[src/rtl/acc_alu_pkg.sv]
package acc_alu_pkg;
  typedef enum logic [3:0] {
    OP_ADD = 4'd0,  OP_ADC = 4'd1,  OP_SUB = 4'd2,  OP_SBB = 4'd3,
    OP_AND = 4'd4,  OP_OR  = 4'd5,  OP_XOR = 4'd6,  OP_CMP = 4'd7,
    OP_RLC = 4'd8,  OP_RRC = 4'd9,  OP_RAL = 4'd10, OP_RAR = 4'd11,
    OP_CMA = 4'd12, OP_CMC = 4'd13, OP_STC = 4'd14, OP_NOP = 4'd15
  } alu_op_e;

  localparam int FB_SIGN  = 7;
  localparam int FB_ZERO  = 6;
  localparam int FB_AUX   = 4;
  localparam int FB_PAR   = 2;
  localparam int FB_CARRY = 0;
  localparam int FLAG_W   = 8;
  localparam logic [FLAG_W-1:0] FLAG_UNUSED = 8'h2A;
endpackage

[src/rtl/acc_alu_arith.sv]
module acc_alu_arith #(
  parameter int W = 8
) (
  input  logic [W-1:0] a,
  input  logic [W-1:0] b,
  input  logic         cin,
  input  logic         sub,
  output logic [W-1:0] res,
  output logic         cout,
  output logic         aux
);
  localparam int NIB = 4;
  logic [W:0]   full;
  logic [NIB:0] low;

  always_comb begin
    if (sub) begin
      full = {1'b0, a} - {1'b0, b} - {{W{1'b0}}, cin};
      low  = {1'b0, a[NIB-1:0]} - {1'b0, b[NIB-1:0]} - {{NIB{1'b0}}, cin};
    end else begin
      full = {1'b0, a} + {1'b0, b} + {{W{1'b0}}, cin};
      low  = {1'b0, a[NIB-1:0]} + {1'b0, b[NIB-1:0]} + {{NIB{1'b0}}, cin};
    end
    res  = full[W-1:0];
    cout = full[W];
    aux  = low[NIB];
  end
endmodule

[src/rtl/acc_alu_unit.sv]
module acc_alu_unit
  import acc_alu_pkg::*;
#(
  parameter int W = 8
) (
  input  alu_op_e           op,
  input  logic [W-1:0]      acc,
  input  logic [FLAG_W-1:0] flags,
  input  logic [W-1:0]      operand,
  output logic [W-1:0]      nxt_acc,
  output logic [FLAG_W-1:0] nxt_flags
);
  logic         carry;
  logic         use_cin;
  logic         is_sub;
  logic [W-1:0] ar_res;
  logic         ar_co;
  logic         ar_aux;

  assign carry   = flags[FB_CARRY];
  assign use_cin = (op == OP_ADC) || (op == OP_SBB);
  assign is_sub  = (op == OP_SUB) || (op == OP_SBB) || (op == OP_CMP);

  acc_alu_arith #(.W(W)) arith_i (
    .a(acc), .b(operand), .cin(use_cin & carry), .sub(is_sub),
    .res(ar_res), .cout(ar_co), .aux(ar_aux)
  );

  logic [W-1:0] res;
  logic         cy;
  logic         ac;
  logic         full_upd;

  always_comb begin
    nxt_acc  = acc;
    res      = acc;
    cy       = carry;
    ac       = flags[FB_AUX];
    full_upd = 1'b0;
    unique case (op)
      OP_ADD, OP_ADC, OP_SUB, OP_SBB: begin
        res = ar_res; nxt_acc = ar_res; cy = ar_co; ac = ar_aux; full_upd = 1'b1;
      end
      OP_CMP: begin
        res = ar_res; cy = ar_co; ac = ar_aux; full_upd = 1'b1;
      end
      OP_AND, OP_OR, OP_XOR: begin
        if (op == OP_AND)     res = acc & operand;
        else if (op == OP_OR) res = acc | operand;
        else                  res = acc ^ operand;
        nxt_acc = res; cy = 1'b0; ac = 1'b0; full_upd = 1'b1;
      end
      OP_RLC: begin nxt_acc = {acc[W-2:0], acc[W-1]}; cy = acc[W-1]; end
      OP_RRC: begin nxt_acc = {acc[0], acc[W-1:1]};   cy = acc[0];   end
      OP_RAL: begin nxt_acc = {acc[W-2:0], carry};    cy = acc[W-1]; end
      OP_RAR: begin nxt_acc = {carry, acc[W-1:1]};    cy = acc[0];   end
      OP_CMA: nxt_acc = ~acc;
      OP_CMC: cy = ~carry;
      OP_STC: cy = 1'b1;
      default: ;
    endcase

    nxt_flags = flags & ~FLAG_UNUSED;
    if (full_upd) begin
      nxt_flags[FB_SIGN] = res[W-1];
      nxt_flags[FB_ZERO] = (res == '0);
      nxt_flags[FB_AUX]  = ac;
      nxt_flags[FB_PAR]  = ~^res;
    end
    nxt_flags[FB_CARRY] = cy;
  end
endmodule

[src/rtl/acc_alu_cond.sv]
module acc_alu_cond
  import acc_alu_pkg::*;
(
  input  logic [FLAG_W-1:0] flags,
  output logic [7:0]        cond
);
  localparam int NPAIR = 4;
  logic [NPAIR-1:0] src;
  assign src = {flags[FB_SIGN], flags[FB_PAR], flags[FB_CARRY], flags[FB_ZERO]};

  for (genvar i = 0; i < NPAIR; i++) begin : g_pair
    assign cond[2*i]   = ~src[i];
    assign cond[2*i+1] =  src[i];
  end
endmodule

[src/rtl/acc_alu_core.sv]
module acc_alu_core
  import acc_alu_pkg::*;
#(
  parameter int W = 8
) (
  input  logic         clk,
  input  logic         rst_n,
  input  logic         in_valid,
  output logic         in_ready,
  input  logic [3:0]   in_op,
  input  logic [W-1:0] in_operand,
  output logic [W-1:0] acc_o,
  output logic [7:0]   flags_o,
  output logic [7:0]   cond_o
);
  alu_op_e           op;
  logic [W-1:0]      acc_q, acc_d;
  logic [FLAG_W-1:0] flg_q, flg_d;

  assign op       = alu_op_e'(in_op);
  assign in_ready = 1'b1;

  acc_alu_unit #(.W(W)) unit_i (
    .op(op), .acc(acc_q), .flags(flg_q), .operand(in_operand),
    .nxt_acc(acc_d), .nxt_flags(flg_d)
  );

  always_ff @(posedge clk or negedge rst_n) begin
    if (!rst_n) begin
      acc_q <= '0;
      flg_q <= '0;
    end else if (in_valid) begin
      acc_q <= acc_d;
      flg_q <= flg_d;
    end
  end

  acc_alu_cond cond_i (.flags(flg_q), .cond(cond_o));

  assign acc_o   = acc_q;
  assign flags_o = flg_q;

  a_r2_idle_hold: assert property (@(posedge clk) disable iff (!rst_n)
    !in_valid |=> ($stable(acc_o) && $stable(flags_o)));
  a_r3_unused_zero: assert property (@(posedge clk) disable iff (!rst_n)
    (flags_o & FLAG_UNUSED) == 8'h00);
  a_r7_cmp_keeps_acc: assert property (@(posedge clk) disable iff (!rst_n)
    (in_valid && in_op == 4'd7) |=> $stable(acc_o));
  a_r8_rot_keeps_flags: assert property (@(posedge clk) disable iff (!rst_n)
    (in_valid && in_op[3:2] == 2'b10) |=> (flags_o[7:1] == $past(flags_o[7:1])));
  a_r11_stc_sets: assert property (@(posedge clk) disable iff (!rst_n)
    (in_valid && in_op == 4'd14) |=> flags_o[0]);
  a_r11_cmc_flips: assert property (@(posedge clk) disable iff (!rst_n)
    (in_valid && in_op == 4'd13) |=> (flags_o[0] != $past(flags_o[0])));
  a_r12_zero_cond: assert property (@(posedge clk) disable iff (!rst_n)
    (cond_o[1] == flags_o[6]) && (cond_o[0] != flags_o[6]));
  a_r13_nop_hold: assert property (@(posedge clk) disable iff (!rst_n)
    (in_valid && in_op == 4'd15) |=> ($stable(acc_o) && $stable(flags_o)));
endmodule

[config.mk]
export PLATFORM = sky130hd
export DESIGN_NAME = acc_alu_core
export DESIGN_NICKNAME = d
export VERILOG_FILES = /design/src/rtl/acc_alu_pkg.sv /design/src/rtl/acc_alu_arith.sv /design/src/rtl/acc_alu_unit.sv /design/src/rtl/acc_alu_cond.sv /design/src/rtl/acc_alu_core.sv
export SDC_FILE = /design/constraint.sdc
export NUM_CORES = 1
export LEC_CHECK = 0
export BUFFER_PORTS_ARGS = -buffer_cell sky130_fd_sc_hd__buf_2
export CAP_MARGIN = 20
export CELL_PAD_IN_SITES_DETAIL_PLACEMENT = 1
export CELL_PAD_IN_SITES_GLOBAL_PLACEMENT = 1
export CORE_MARGIN = 2
export CORE_UTILIZATION = 37
export DETAILED_ROUTE_END_ITERATION = 6
export PLACE_DENSITY_LB_ADDON = 0.05
export SYNTH_ARGS = -nofsm -noshare
export SYNTH_HDL_FRONTEND = slang
export SYNTH_HIERARCHICAL = 1
export SYNTH_SLANG_ARGS = --single-unit
[constraint.sdc]
create_clock -name clk -period 5.4 [get_ports clk]
set_clock_uncertainty 0.15 [all_clocks]
set_input_delay 1.08 -clock clk [delete_from_list [all_inputs] [get_ports clk]]
set_output_delay 1.08 -clock clk [all_outputs]
set_load 0.005 [all_outputs]
---- Yosys cells after proc, flatten, opt, wreduce, memory -nomap -nowiden ----
Index checks and enable logic that the tools add are counted.
storage, ports and cells
  bits in registers ....................... 13
  input bits .............................. 15
  output and inout port bits .............. 25
operators by class
  add/subtract/negate cells ............... 8
  eq/ne operators ......................... 14
  mux-type cells .......................... 9
  bitwise logic cells ..................... 9
  reductions and logical operators ........ 19
operators with widths
  kind                                            number
  case mux 8 bit (7 select lines)                 1
  == test 4 bit (second input constant)           7
  == test 4 x 3 -> 1 bit (second input constant)  4
  2-to-1 mux 8 bit                                2
  case mux 8 bit (2 select lines)                 1
  adder 8 x 8 -> 9 bit                            1
  adder 9 x 1 -> 9 bit                            1
  2-to-1 mux 9 bit                                1
  subtractor 8 x 8 -> 9 bit                       1
  subtractor 9 x 1 -> 9 bit                       1
  bitwise AND 8 bit                               1
  == test 4 x 2 -> 1 bit (second input constant)  2
  logical NOT 8 bit                               1
  NOT 8 bit                                       1
  bitwise OR 8 bit                                1
  OR reduction 8 bit                              1
  XNOR reduction 8 bit                            1
  XOR 8 bit                                       1
  nonzero test 7 bit                              1
  case mux 1 bit (6 select lines)                 1
  AND reduction 2 bit                             3
  nonzero test 6 bit                              1
  adder 4 x 4 -> 5 bit                            1
  adder 5 x 1 -> 5 bit                            1
  16 further kinds                                22

---- Logic depth before layout (Yosys ltp) ----
Gate-level depths: netlist of the first run.
  depth in word-level cells ............... 7
  depth in mapped cells ................... 20

---- Hierarchy ----
The synthesis of the first run kept the hierarchy.
modules (own cells, without submodules)
  module         seq. area each (um^2)  cells an instance  times used  area an instance (um^2)
  acc_alu_unit   0.0                    190                1           1303.8
  acc_alu_arith  0.0                    122                1           964.7
  acc_alu_core   400.4                  36                 1           660.6
  acc_alu_cond   0.0                    8                  1           45.0

---- Worst setup path after synthesis of the first run ----
OpenSTA, ideal clock, no wires.
  path type ............................... in2reg
  start ................................... input in_op[3]
  end ..................................... register flg_q[2], in the netlist flags_o[2]
  path slack .............................. 974 ps
  arrival time ............................ 4152 ps
  library setup time ...................... 125 ps
  stages .................................. 20
  buffers on the path ..................... 1
  cells stage by stage .................... buf_2 nor2_1 and3_1 inv_1 fa_1 inv_1 ha_1 o21ai_0 a21oi_1 nor2b_1 xor2_1 a21oi_1 nand2_1 a21oi_1 a21oi_1 ha_1 xor2_1 xnor2_1 o21ai_0 mux2_2
between the ends
  word-level cells in the longest chain between the ends .. 7
  elaborated cells on any way between the ends .. 24
  classes of those cells .................. add/sub (2); eq/ne (7); mux (5); bitwise (1); reduce/logical (9)
RTL lines
  what                                                                      line                                      source
  start: declaration                                                        acc_alu_core.sv:10                        input logic [3:0] in_op,
  == test 4 x 1 -> 1 bit / == test 4 x 2 -> 1 bit (equally long branches)   acc_alu_unit.sv:21, acc_alu_unit.sv:22
  logical OR 1 bit                                                          acc_alu_unit.sv:21                        assign use_cin = (op == OP_ADC) || (op == OP_SBB);
  bitwise AND 1 bit                                                         acc_alu_unit.sv:25                        .a(acc), .b(operand), .cin(use_cin & carry), .sub(is_sub),
  adder 9 x 1 -> 9 bit / subtractor 9 x 1 -> 9 bit (equally long branches)  acc_alu_arith.sv:21, acc_alu_arith.sv:18
  2-to-1 mux 9 bit (*)                                                      acc_alu_arith.sv:17                       if (sub) begin
  named net unit_i.ar_res[5]                                                acc_alu_unit.sv:16                        logic [W-1:0] ar_res;
  case mux 8 bit (2 select lines) (*)                                       acc_alu_unit.sv:40                        unique case (op)
  XNOR reduction 8 bit (*)                                                  acc_alu_unit.sv:68                        nxt_flags[FB_PAR] = ~^res;
  end signal: assignment                                                    acc_alu_core.sv:34                        flg_q <= flg_d;
  end: declaration                                                          acc_alu_core.sv:18                        logic [FLAG_W-1:0] flg_q, flg_d;
Mark *: on every way through the listed nets, which the timed path passes. The rest lies on a longest branch.
A chain may end at the register's enable or synchronous reset.

---- Worst setup path after layout of the first run ----
Same ends and word-level chain as after synthesis.

==> impl_results.md, run 1 <==
- Pleak: 1.57 nW
- Maxcap violations: 0
- Post-detail-place hpwl: 6.77 mm
- Layout Nets: 439
- Placer Congestion: 0.842
- Worst Max-Slew Pin Slew: 0.877 ns
- Final min period: 4.72 ns
- Fillers: 977
- Vias in the first global route: 2,717
- Largest net degree at the start of global routing: 39
- Vias per inst: 5.39
- Top-area cell type share of the netlist area: 17.2%
- Routed WL: 8.68 mm
- R2R Path Start: acc_o[6]
- Synthesized area: 2970 µm²
- Core Util, Final: 40.9%
- Cell count after synthesis: 356
- Post-Syn Area per Cell: 8.35 µm²
- Layout cells sized above 1: 23.5%
- Die Area: 8770 µm²
- Die Y: 93.7 µm
- Hold Violations, Final: 0
- Clk buf depth: 2
- Crit path max fanout: 6
- Root Driver: clkbuf_8
- Final setup viols: 0
- Cell taking the most area after synthesis: ha_1
- Initial antenna violation count: 0
- Status: complete, no violations
- Clock buffer count from CTS: 3
- Reg2reg setup slack: 1.35 ns
- VDD IR max: 0.180 mV
- Sequential share of the synthesized area: 13.5%
- Starting Density: 38.3%
- Startpoint Class: input pin
- Post-CTS Hold Buffers: 0
- Syn-to-layout area delta: 6.94%
- CP Capture Type: register
- RSZ-0062 raised after global routing: no
- Clk slew on worst S/H paths: 0.06 ns
- Core ar.: 7770 µm²
- Placed cell count: 476
- GR Overflow Total: 0
- Tot Pwr: 1.32 mW
- GRT Overall Usage: 20.8%
- Maximum clock frequency: 212 MHz
- Setup TNS: 0 ns
- Asr flop ratio synth: 100%
- Most common cell after layout, fill and taps aside: inv_1
- Iteration-0 DRC Markers: 126
- Die Span X: 93.7 µm
- Yosys cell types: 60
- ANT nets after route: 0
- Yosys warns: 6
- Worst hold path type: register to register
- Worst r2r path cells: 16
- Clock tree sinks: 16
- Seq cells post-synth: 16
- Setup Crit Path Kind: input pin to register
- FP Rows: 32
- DR pass1 iterations: 4
- Final period utilization: 87.5%
- Final std cells w/o fill: 480
- Slew headroom: 41.4%
- Setup crit start: in_op[3]
- Post-synth EDFFs: 0
- Cts repair resizes: 0
- Most common flop cell mapped by yosys: dfrtp_1
- Wire per inst: 18.1 µm
- # DRC: 0
- CTS H-tree lvls: 1
- Critical Path AT: 4.71 ns
- Worst-Skew Late Latency: 0.25 ns
- TritonCTS clock tree: yes
- IO Count: 40
- ANT cells: 0
- Top post-synthesis cells by area: ha_1, dfrtp_1, inv_1
- Crit path to: flags_o[2]
- Max Slew Vio Count: 0
- DR vias: 2,589
- Worst endpoint required time: 5.38 ns
- Most frequent cells in the layout: inv_1, ha_1, buf_2
- Port Buf Inserts: 38
- First-pass GRT wire length: 14.4 mm
- R2r endpoint: flags_o[2]
- Pwr/cell area: 416 nW/µm²
- Setup bufs post-CTS: 0
[cells in the mapped netlist (all sizes together), types with 2 or more instances]
library cell,count
fa,4
buf,25
a21oi,31
a22oi,4
nand2,26
nand2b,5
ha,41
inv,49
o21ai,29
a221o,2
a211oi,2
dfrtp,16
conb,2
nor2b,3
mux2i,8
nand3,2
nor2,12
o22ai,2
o211ai,8
xor2,6
and3,7
o22a,4
a31oi,3
o32a,2
clkbuf,3
o31ai,2
a21o,2
xnor2,11
mux2,23
nor3,6
[worst min-delay path by stage]
stage / to / slack (ns) / start / cells after the start
2_1_floorplan: flags_o[1] / 0.36 / flags_o[1] / 1
3_3_place_gp: flags_o[1] / 0.34 / flags_o[1] / 1
3_5_place_dp: flags_o[1] / 0.35 / flags_o[1] / 1
4_1_cts: flags_o[1] / 0.36 / flags_o[1] / 1
5_1_grt: flags_o[1] / 0.37 / flags_o[1] / 1
6_report: flags_o[1] / 0.36 / flags_o[1] / 1
[sequential cells by signal, indices dropped and copies added (netlist names)]
register and count:
acc_o 8, flags_o 8
[where the power goes]
| group | leakage [nW] | internal [mW] | total [mW] | switching [mW] |
|---|---|---|---|---|
| clock network | 0.0288 | 0.0646 | 0.104 | 0.0398 |
| logic | 1.35 | 0.447 | 0.960 | 0.513 |
| registers | 0.193 | 0.156 | 0.258 | 0.102 |
| total | 1.57 | 0.668 | 1.32 | 0.655 |
[metrics by stage]
step	setup slack [ns]	area, µm²	hold WS (ns)
after floorplan	0.974	2980	0.355
after global placement	0.574	3130	0.338
after detailed placement	0.479	3130	0.351
after CTS	0.739	3180	0.365
after global routing	0.380	3180	0.372
final	0.677	3180	0.356
[per-layer routing]
| layer | track usage (%) | up-vias | part of all wire [%] |
|---|---|---|---|
| li1 | - | 1256 | - |
| met1 | 28.8 | 1292 | 49 |
| met2 | 36.1 | 41 | 48 |
| met3 | 2.49 | 0 | 2.7 |
| met4 | 2.05 | 0 | 0 |
| met5 | 0 | - | 0 |
[final cells by class]
| type | count | area (µm²) | share of cell area [%] |
|---|---|---|---|
| multi-input combinational | 265 | 2180 | 68.5 |
| sequential | 16 | 400 | 12.6 |
| timing repair buffer | 44 | 235 | 7.40 |
| inverter | 49 | 184 | 5.78 |
| tap | 102 | 128 | 4.01 |
| clock buffer | 4 | 55.1 | 1.73 |
[critical path: stages]
cell and delay (ns):
buf_2 0.10, nor2_1 0.41, and3_1 0.30, fa_1 0.26, inv_1 0.06, ha_1 0.17, and2b_4 0.25, a211oi_2 0.08
a2111oi_4 0.31, xor2_1 0.17, mux2i_1 0.13, a31o_2 0.28, a21oi_1 0.17, ha_1 0.27, xnor2_1 0.17, xnor2_1 0.13
o21ai_0 0.08, mux2_2 0.27
[logic make-up (layout without fill, tap and decap cells)]
logic type	count (synthesis)	after routing	share of synthesized area, %
adder cells (fa/ha/maj)	46	46	20.3
AND/OR/NAND/NOR	67	67	10.9
multiplexers	31	31	12.9
other	2	4	0.253
AO/OA/AOI/OAI	100	100	23.6
XOR/XNOR	17	17	5.01
buffers and inverters	77	97	13.5
flip-flops	16	16	13.5
(Power assumes the default switching activity.)
==> inputs of run 2 (changes only) <==
--- a/config.mk
+++ b/config.mk
@@ -5,13 +5,13 @@
 export SDC_FILE = /design/constraint.sdc
 export NUM_CORES = 1
 export LEC_CHECK = 0
-export BUFFER_PORTS_ARGS = -buffer_cell sky130_fd_sc_hd__buf_2
 export CAP_MARGIN = 20
 export CELL_PAD_IN_SITES_DETAIL_PLACEMENT = 1
 export CELL_PAD_IN_SITES_GLOBAL_PLACEMENT = 1
 export CORE_MARGIN = 2
 export CORE_UTILIZATION = 37
 export DETAILED_ROUTE_END_ITERATION = 6
+export DONT_BUFFER_PORTS = 1
 export PLACE_DENSITY_LB_ADDON = 0.05
 export SYNTH_ARGS = -nofsm -noshare
 export SYNTH_HDL_FRONTEND = slang
==> constraint.sdc (replaced) <==
create_clock -name clk -period 5.3 [get_ports clk]
set_clock_uncertainty 0.15 [all_clocks]
set_input_delay 1.06 -clock clk [delete_from_list [all_inputs] [get_ports clk]]
set_output_delay 1.06 -clock clk [all_outputs]
set_load 0.005 [all_outputs]
==> impl_results.md, run 2 (synthesis gave the netlist of run 1 again) <==
- # DRC: 0 (unchanged)
- Cell family with most CP delay: adder cells (was simple AND/OR/NAND/NOR gates)
- TritonCTS clock tree: yes (unchanged)
- CP Capture Type: register (unchanged)
- Port Buf Inserts: 0 (was 38)
- First-pass GRT wire length: 13.9 mm (was 14.4 mm)
- Worst Max-Slew Pin Slew: 0.825 ns (was 0.877 ns)
- Startpoint Class: input pin (unchanged)
- Hold Violations, Final: 0 (unchanged)
- Critical Path AT: 4.53 ns (was 4.71 ns)
- Cts repair resizes: 0 (unchanged)
- Layout Nets: 399 (was 439)
- Slew headroom: 44.9% (was 41.4%)
- DR vias: 2,424 (was 2,589)
- Final min period: 4.54 ns
- Die Area: 8770 µm² (unchanged)
- Final setup viols: 0 (unchanged)
- GR Overflow Total: 0 (unchanged)
- ANT nets after route: 0 (unchanged)
- Worst-Skew Late Latency: 0.25 ns (about the same)
- ANT cells: 0 (unchanged)
- Most common cell after layout, fill and taps aside: inv_1 (unchanged)
- Highest Signal Layer: met4 (was met3)
- Clk slew on worst S/H paths: 0.06 ns (about the same)
- Die Span X: 93.7 µm (unchanged)
- Final period utilization: 85.7%
- Clk buf depth: 2 (unchanged)
- Iteration-0 DRC Markers: 88 (was 126)
- Syn-to-layout area delta: -0.421% (was 6.94%)
- Setup TNS: 0 ns (unchanged)
- Initial antenna violation count: 0 (unchanged)
- Crit path max fanout: 33 (was 6)
- Status: complete, no violations (unchanged)
- Starting Density: 38.3% (unchanged)
- GRT Overall Usage: 20.4% (was 20.8%)
- Slowest cell on the critical path: fa_1 (was nor2_1)
- CTS H-tree lvls: 1 (unchanged)
- Setup bufs post-CTS: 0 (unchanged)
- CP Cell Sequence: nor2_1 > and3_1 > inv_1 > fa_1 > inv_1 > ha_1 > o21ai_0 > a21oi_1 > nor2b_1 > xor2_1 > a21oi_1 > nand2_1 > a21oi_1 > a21oi_1 > ha_1 > xor2_1 > xnor2_1 > o21ai_0 > mux2_2 (was buf_2 > nor2_1 > and3_1 > fa_1 > inv_1 > ha_1 > and2b_4 > a211oi_2 > a2111oi_4 > xor2_1 > mux2i_1 > a31o_2 > a21oi_1 > ha_1 > xnor2_1 > xnor2_1 > o21ai_0 > mux2_2)
- Largest net degree at the start of global routing: 40 (was 39)
- Tot Pwr: 1.26 mW (was 1.32 mW)
- Worst slack, placed: 0.495 ns (was 0.479 ns)
- Crit path largest cell delay: 0.54 ns (was 0.41 ns)
- Worst endpoint required time: 5.29 ns (was 5.38 ns)
- Routed WL: 8.45 mm (was 8.68 mm)
- Most frequent cells in the layout: inv_1, ha_1, a21oi_1 (was inv_1, ha_1, buf_2)
- Worst hold path type: input pin to async pin (was register to register)
- Pwr/cell area: 425 nW/µm² (was 416 nW/µm²)
- Vias in the first global route: 2,605 (was 2,717)
- Placer Congestion: 0.861 (was 0.842)
- Met1 WL: 4.16 mm (was 4.28 mm)
- Post-detail-place hpwl: 6.59 mm (was 6.77 mm)
- Clock buffer count from CTS: 3 (unchanged)
- Crit path top cell by count: a21oi_1
- RSZ-0062 raised after global routing: no (unchanged)
- DR pass1 iterations: 4 (unchanged)
- Met2 routed wirelength: 3.86 mm (was 4.17 mm)
- Core Util, Final: 38.1% (was 40.9%)
- Layout cells sized above 1: 14.2% (was 23.5%)
- Clock tree sinks: 16 (unchanged)
- Vias per inst: 5.52 (was 5.39)
- Buf/Inv on CP: 2 (unchanged)
- Max Slew Vio Count: 0 (unchanged)
- Post-CTS Hold Buffers: 0 (unchanged)
- Final worst-path setup slack: 0.756 ns (was 0.677 ns)
- Maxcap violations: 0 (unchanged)
- Core ar.: 7770 µm² (unchanged)
- Setup Crit Path Kind: input pin to register (unchanged)
- FP Rows: 32 (unchanged)
- Met3 wire len: 388 µm (was 231 µm)
- Die Y: 93.7 µm (unchanged)
- Root Driver: clkbuf_8 (unchanged)
- WHS: 0.348 ns (was 0.356 ns)
- Pleak: 1.40 nW (was 1.57 nW)
- IO Count: 40 (unchanged)
- Wire per inst: 19.3 µm (was 18.1 µm)
- VDD IR max: 0.188 mV (was 0.180 mV)
- Maximum clock frequency: 220 MHz
[run 2: cell types whose count changed in the layout (fill, tap and decap cells not counted)]
cell	change
clkbuf_8	-1
buf_4	-2
buf_2	-38
[run 2: power breakdown]
| part | switching, mW | total [mW] | internal [mW] |
|---|---|---|---|
| Sequential | 0.0817 | 0.241 | 0.159 |
| Clock | 0.0415 | 0.0920 | 0.0504 |
| Combinational | 0.504 | 0.926 | 0.422 |
| Total | 0.627 | 1.26 | 0.632 |
[run 2: worst register-to-register path, cell delays in order (launching register included)]
cell and delay, ns:
dfrtp_1 0.57, and3_1 0.27, inv_1 0.07, fa_1 0.54
inv_1 0.06, ha_1 0.18, o21ai_0 0.19, a21oi_1 0.11
nor2b_1 0.15, xor2_1 0.09, a21oi_1 0.26, nand2_1 0.08
a21oi_1 0.18, a21oi_1 0.07, ha_1 0.29, xor2_1 0.18
xnor2_1 0.14, o21ai_0 0.08, mux2_2 0.26
[run 2: through the flow]
step	std cells	area [µm²]
after floorplan	358	2980
after global placement	436	2920
after detailed placement	436	2920
after CTS	439	2960
after global routing	439	2960
final	439	2960
[run 2: area by class of cell]
class,instances,area (µm²)
well taps,102,128
inverters,49,184
multi-input cells,265,2180
flip-flops and latches,16,400
clock buffers,3,41.3
fillers,968,4810
repair buffers,4,30.0
[run 2: per-layer routing]
| metal | track usage [%] | vias up |
|---|---|---|
| met1 | 28.9 | 1192 |
| met5 | 0 | - |
| met2 | 33.6 | 47 |
| li1 | - | 1181 |
| met3 | 3.13 | 4 |
| met4 | 2.54 | 0 |
[run 2: path summary, 6_finish.rpt]
| kind | slack [ns] | to | startpoint | cells past startpoint |
|---|---|---|---|---|
| setup reg to reg | 1.30 | flags_o[2] | flags_o[0] | 18 |
| max in group asynchronous | 4.58 | acc_o[2] | rst_n | 0 |
| min in group clk | 0.40 | flags_o[5] | flags_o[5] | 1 |
| hold / removal | 0.35 | flags_o[4] | rst_n | 0 |
| setup / recovery | 0.76 | flags_o[2] | in_op[3] | 19 |
| hold reg to reg | 0.40 | flags_o[5] | flags_o[5] | 1 |
==> inputs of run 3 (changes only) <==
--- a/config.mk
+++ b/config.mk
@@ -12,6 +12,7 @@
 export CORE_UTILIZATION = 37
 export DETAILED_ROUTE_END_ITERATION = 6
 export DONT_BUFFER_PORTS = 1
+export MAX_ROUTING_LAYER = met4
 export PLACE_DENSITY_LB_ADDON = 0.05
 export SYNTH_ARGS = -nofsm -noshare
 export SYNTH_HDL_FRONTEND = slang
==> impl_results.md, run 3 (synthesis gave the netlist of run 1 again) <==
- Most common cell after layout, fill and taps aside: inv_1 (unchanged)
- Worst-Skew Late Latency: 0.25 ns (about the same)
- Cts repair resizes: 0 (unchanged)
- Largest net degree at the start of global routing: 40 (unchanged)
- Fillers: 968 (unchanged)
- Worst hold path type: input pin to async pin (unchanged)
- DR vias: 2,447 (was 2,424)
- ANT cells: 0 (unchanged)
- VDD IR max: 0.188 mV (about the same)
- Final period utilization: 85.7% (about the same)
- RSZ-0062 raised after global routing: no (unchanged)
- Wire per inst: 19.2 µm (was 19.3 µm)
- Syn-to-layout area delta: -0.421% (unchanged)
- Maximum clock frequency: 220 MHz (about the same)
- Clock buffer count from CTS: 3 (unchanged)
- First-pass GRT wire length: 13.9 mm (about the same)
- Setup bufs post-CTS: 0 (unchanged)
- Multi-input combinational cell area: 2180 µm² (unchanged)
- Met1 usage: 28.9% (unchanged)
- Crit path largest cell delay: 0.54 ns (about the same)
- Status: complete, no violations (unchanged)
- Die Span X: 93.7 µm (unchanged)
- IO Count: 40 (unchanged)
- Slowest cell on the critical path: fa_1 (unchanged)
- Setup TNS: 0 ns (unchanged)
- CP Cell Sequence: nor2_1 > and3_1 > inv_1 > fa_1 > inv_1 > ha_1 > o21ai_0 > a21oi_1 > nor2b_1 > xor2_1 > a21oi_1 > nand2_1 > a21oi_1 > a21oi_1 > ha_1 > xor2_1 > xnor2_1 > o21ai_0 > mux2_2 (unchanged)
- Layout Nets: 399 (unchanged)
- DR pass1 iterations: 4 (unchanged)
- Layout cells sized above 1: 14.2% (unchanged)
- Maxcap violations: 0 (unchanged)
- Crit path top cell by count: a21oi_1 (unchanged)
- Clock tree sinks: 16 (unchanged)
- GRT busiest layer: met2 (unchanged)
- Starting Density: 38.3% (unchanged)
- GRT Overall Usage: 20.9% (was 20.4%)
- Hold Violations, Final: 0 (unchanged)
- Core Util, Final: 38.1% (unchanged)
- Final min period: 4.54 ns (about the same)
- Critical Path AT: 4.53 ns (about the same)
- Placer Congestion: 0.875 (was 0.861)
- Post-detail-place hpwl: 6.59 mm (unchanged)
- Startpoint Class: input pin (unchanged)
- Sequential Area: 400 µm² (unchanged)
- Pleak: 1.40 nW (unchanged)
- Worst Max-Slew Pin Slew: 0.794 ns (was 0.825 ns)
- Setup Crit Path Kind: input pin to register (unchanged)
- Vias in the first global route: 2,608 (was 2,605)
- Die Y: 93.7 µm (unchanged)
- Met3 track demand over resource: 3.13% (unchanged)
- Cell family with most CP delay: adder cells (unchanged)
- # DRC: 0 (unchanged)
- Buf/Inv on CP: 2 (unchanged)
- CP Capture Type: register (unchanged)
- Clk buf depth: 2 (unchanged)
- Most frequent cells in the layout: inv_1, ha_1, a21oi_1 (unchanged)
- Root Driver: clkbuf_8 (unchanged)
- CTS H-tree lvls: 1 (unchanged)
- Final setup viols: 0 (unchanged)
- TritonCTS clock tree: yes (unchanged)
- Vias per inst: 5.57 (was 5.52)
- Post-CTS Hold Buffers: 0 (unchanged)
- Slew headroom: 46.9% (was 44.9%)
- Worst endpoint required time: 5.29 ns (about the same)
- Pwr/cell area: 426 nW/µm² (was 425 nW/µm²)
- Initial antenna violation count: 0 (unchanged)
- GR met2 Demand/Resource: 33.6% (unchanged)
- GR Overflow Total: 0 (unchanged)
- Port Buf Inserts: 0 (unchanged)
- ANT nets after route: 0 (unchanged)
- Clk slew on worst S/H paths: 0.06 ns (about the same)
- FP Rows: 32 (unchanged)
- Max Slew Vio Count: 0 (unchanged)
- Core ar.: 7770 µm² (unchanged)
- Routed WL: 8.44 mm (was 8.45 mm)
- Iteration-0 DRC Markers: 123 (was 88)
- Crit path max fanout: 33 (unchanged)
- Die Area: 8770 µm² (unchanged)
run 3: layer usage:
| layer | routed length (µm) | up-vias |
|---|---|---|
| li1 | - | 1182 |
| met1 | 4200 | 1218 |
| met2 | 3870 | 43 |
| met3 | 334 | 4 |
| met4 | 45 | 0 |
| met5 | 0 | - |
run 3: worst reg2reg max path: cells and delay by family (launching register included):
| kind | cells | cell delay, ns |
|---|---|---|
| adder cells (fa/ha/maj) | 3 | 1.00 |
| AO/OA/AOI/OAI | 6 | 0.87 |
| flip-flops | 1 | 0.57 |
| AND/OR/NAND/NOR | 3 | 0.50 |
| XOR/XNOR | 3 | 0.41 |
| multiplexers | 1 | 0.26 |
| buffers and inverters | 2 | 0.13 |
run 3: final cells by class:
| cell class | count | area share [%] |
|---|---|---|
| Multi-Input combinational cell | 265 | 73.6 |
| Sequential cell | 16 | 13.5 |
| Inverter | 49 | 6.21 |
| Tap cell | 102 | 4.31 |
| Clock buffer | 3 | 1.39 |
| Timing Repair Buffer | 4 | 1.01 |
run 3: through the flow:
stage                     hold slack, ns  area (µm²)  setup slack (ns)  instances  power (mW)
after floorplan                    0.355        2980             0.894        358       0.972
after global placement             0.381        2920             0.566        436        1.17
after detailed placement           0.386        2920             0.495        436        1.18
after CTS                          0.343        2960             0.750        439        1.27
after global routing               0.333        2960             0.543        439        1.40
final                              0.347        2960             0.759        439        1.26
run 3: final timing paths:
path / end / slack [ns] / cells past startpoint / from
max in group asynchronous: acc_o[2] / 4.58 / 0 / rst_n
min in group clk: flags_o[5] / 0.40 / 1 / flags_o[5]
worst min register to register: flags_o[5] / 0.40 / 1 / flags_o[5]
worst max-delay path: flags_o[2] / 0.76 / 19 / in_op[3]
worst max register to register: flags_o[2] / 1.31 / 18 / flags_o[0]
worst min-delay path: flags_o[4] / 0.35 / 0 / rst_n
run 3: report_power, final:
group / total [mW] / internal [mW] / switching, mW
sequential: 0.241 / 0.159 / 0.0817
combinational: 0.928 / 0.422 / 0.506
clock: 0.0921 / 0.0505 / 0.0417
total: 1.26 / 0.632 / 0.629
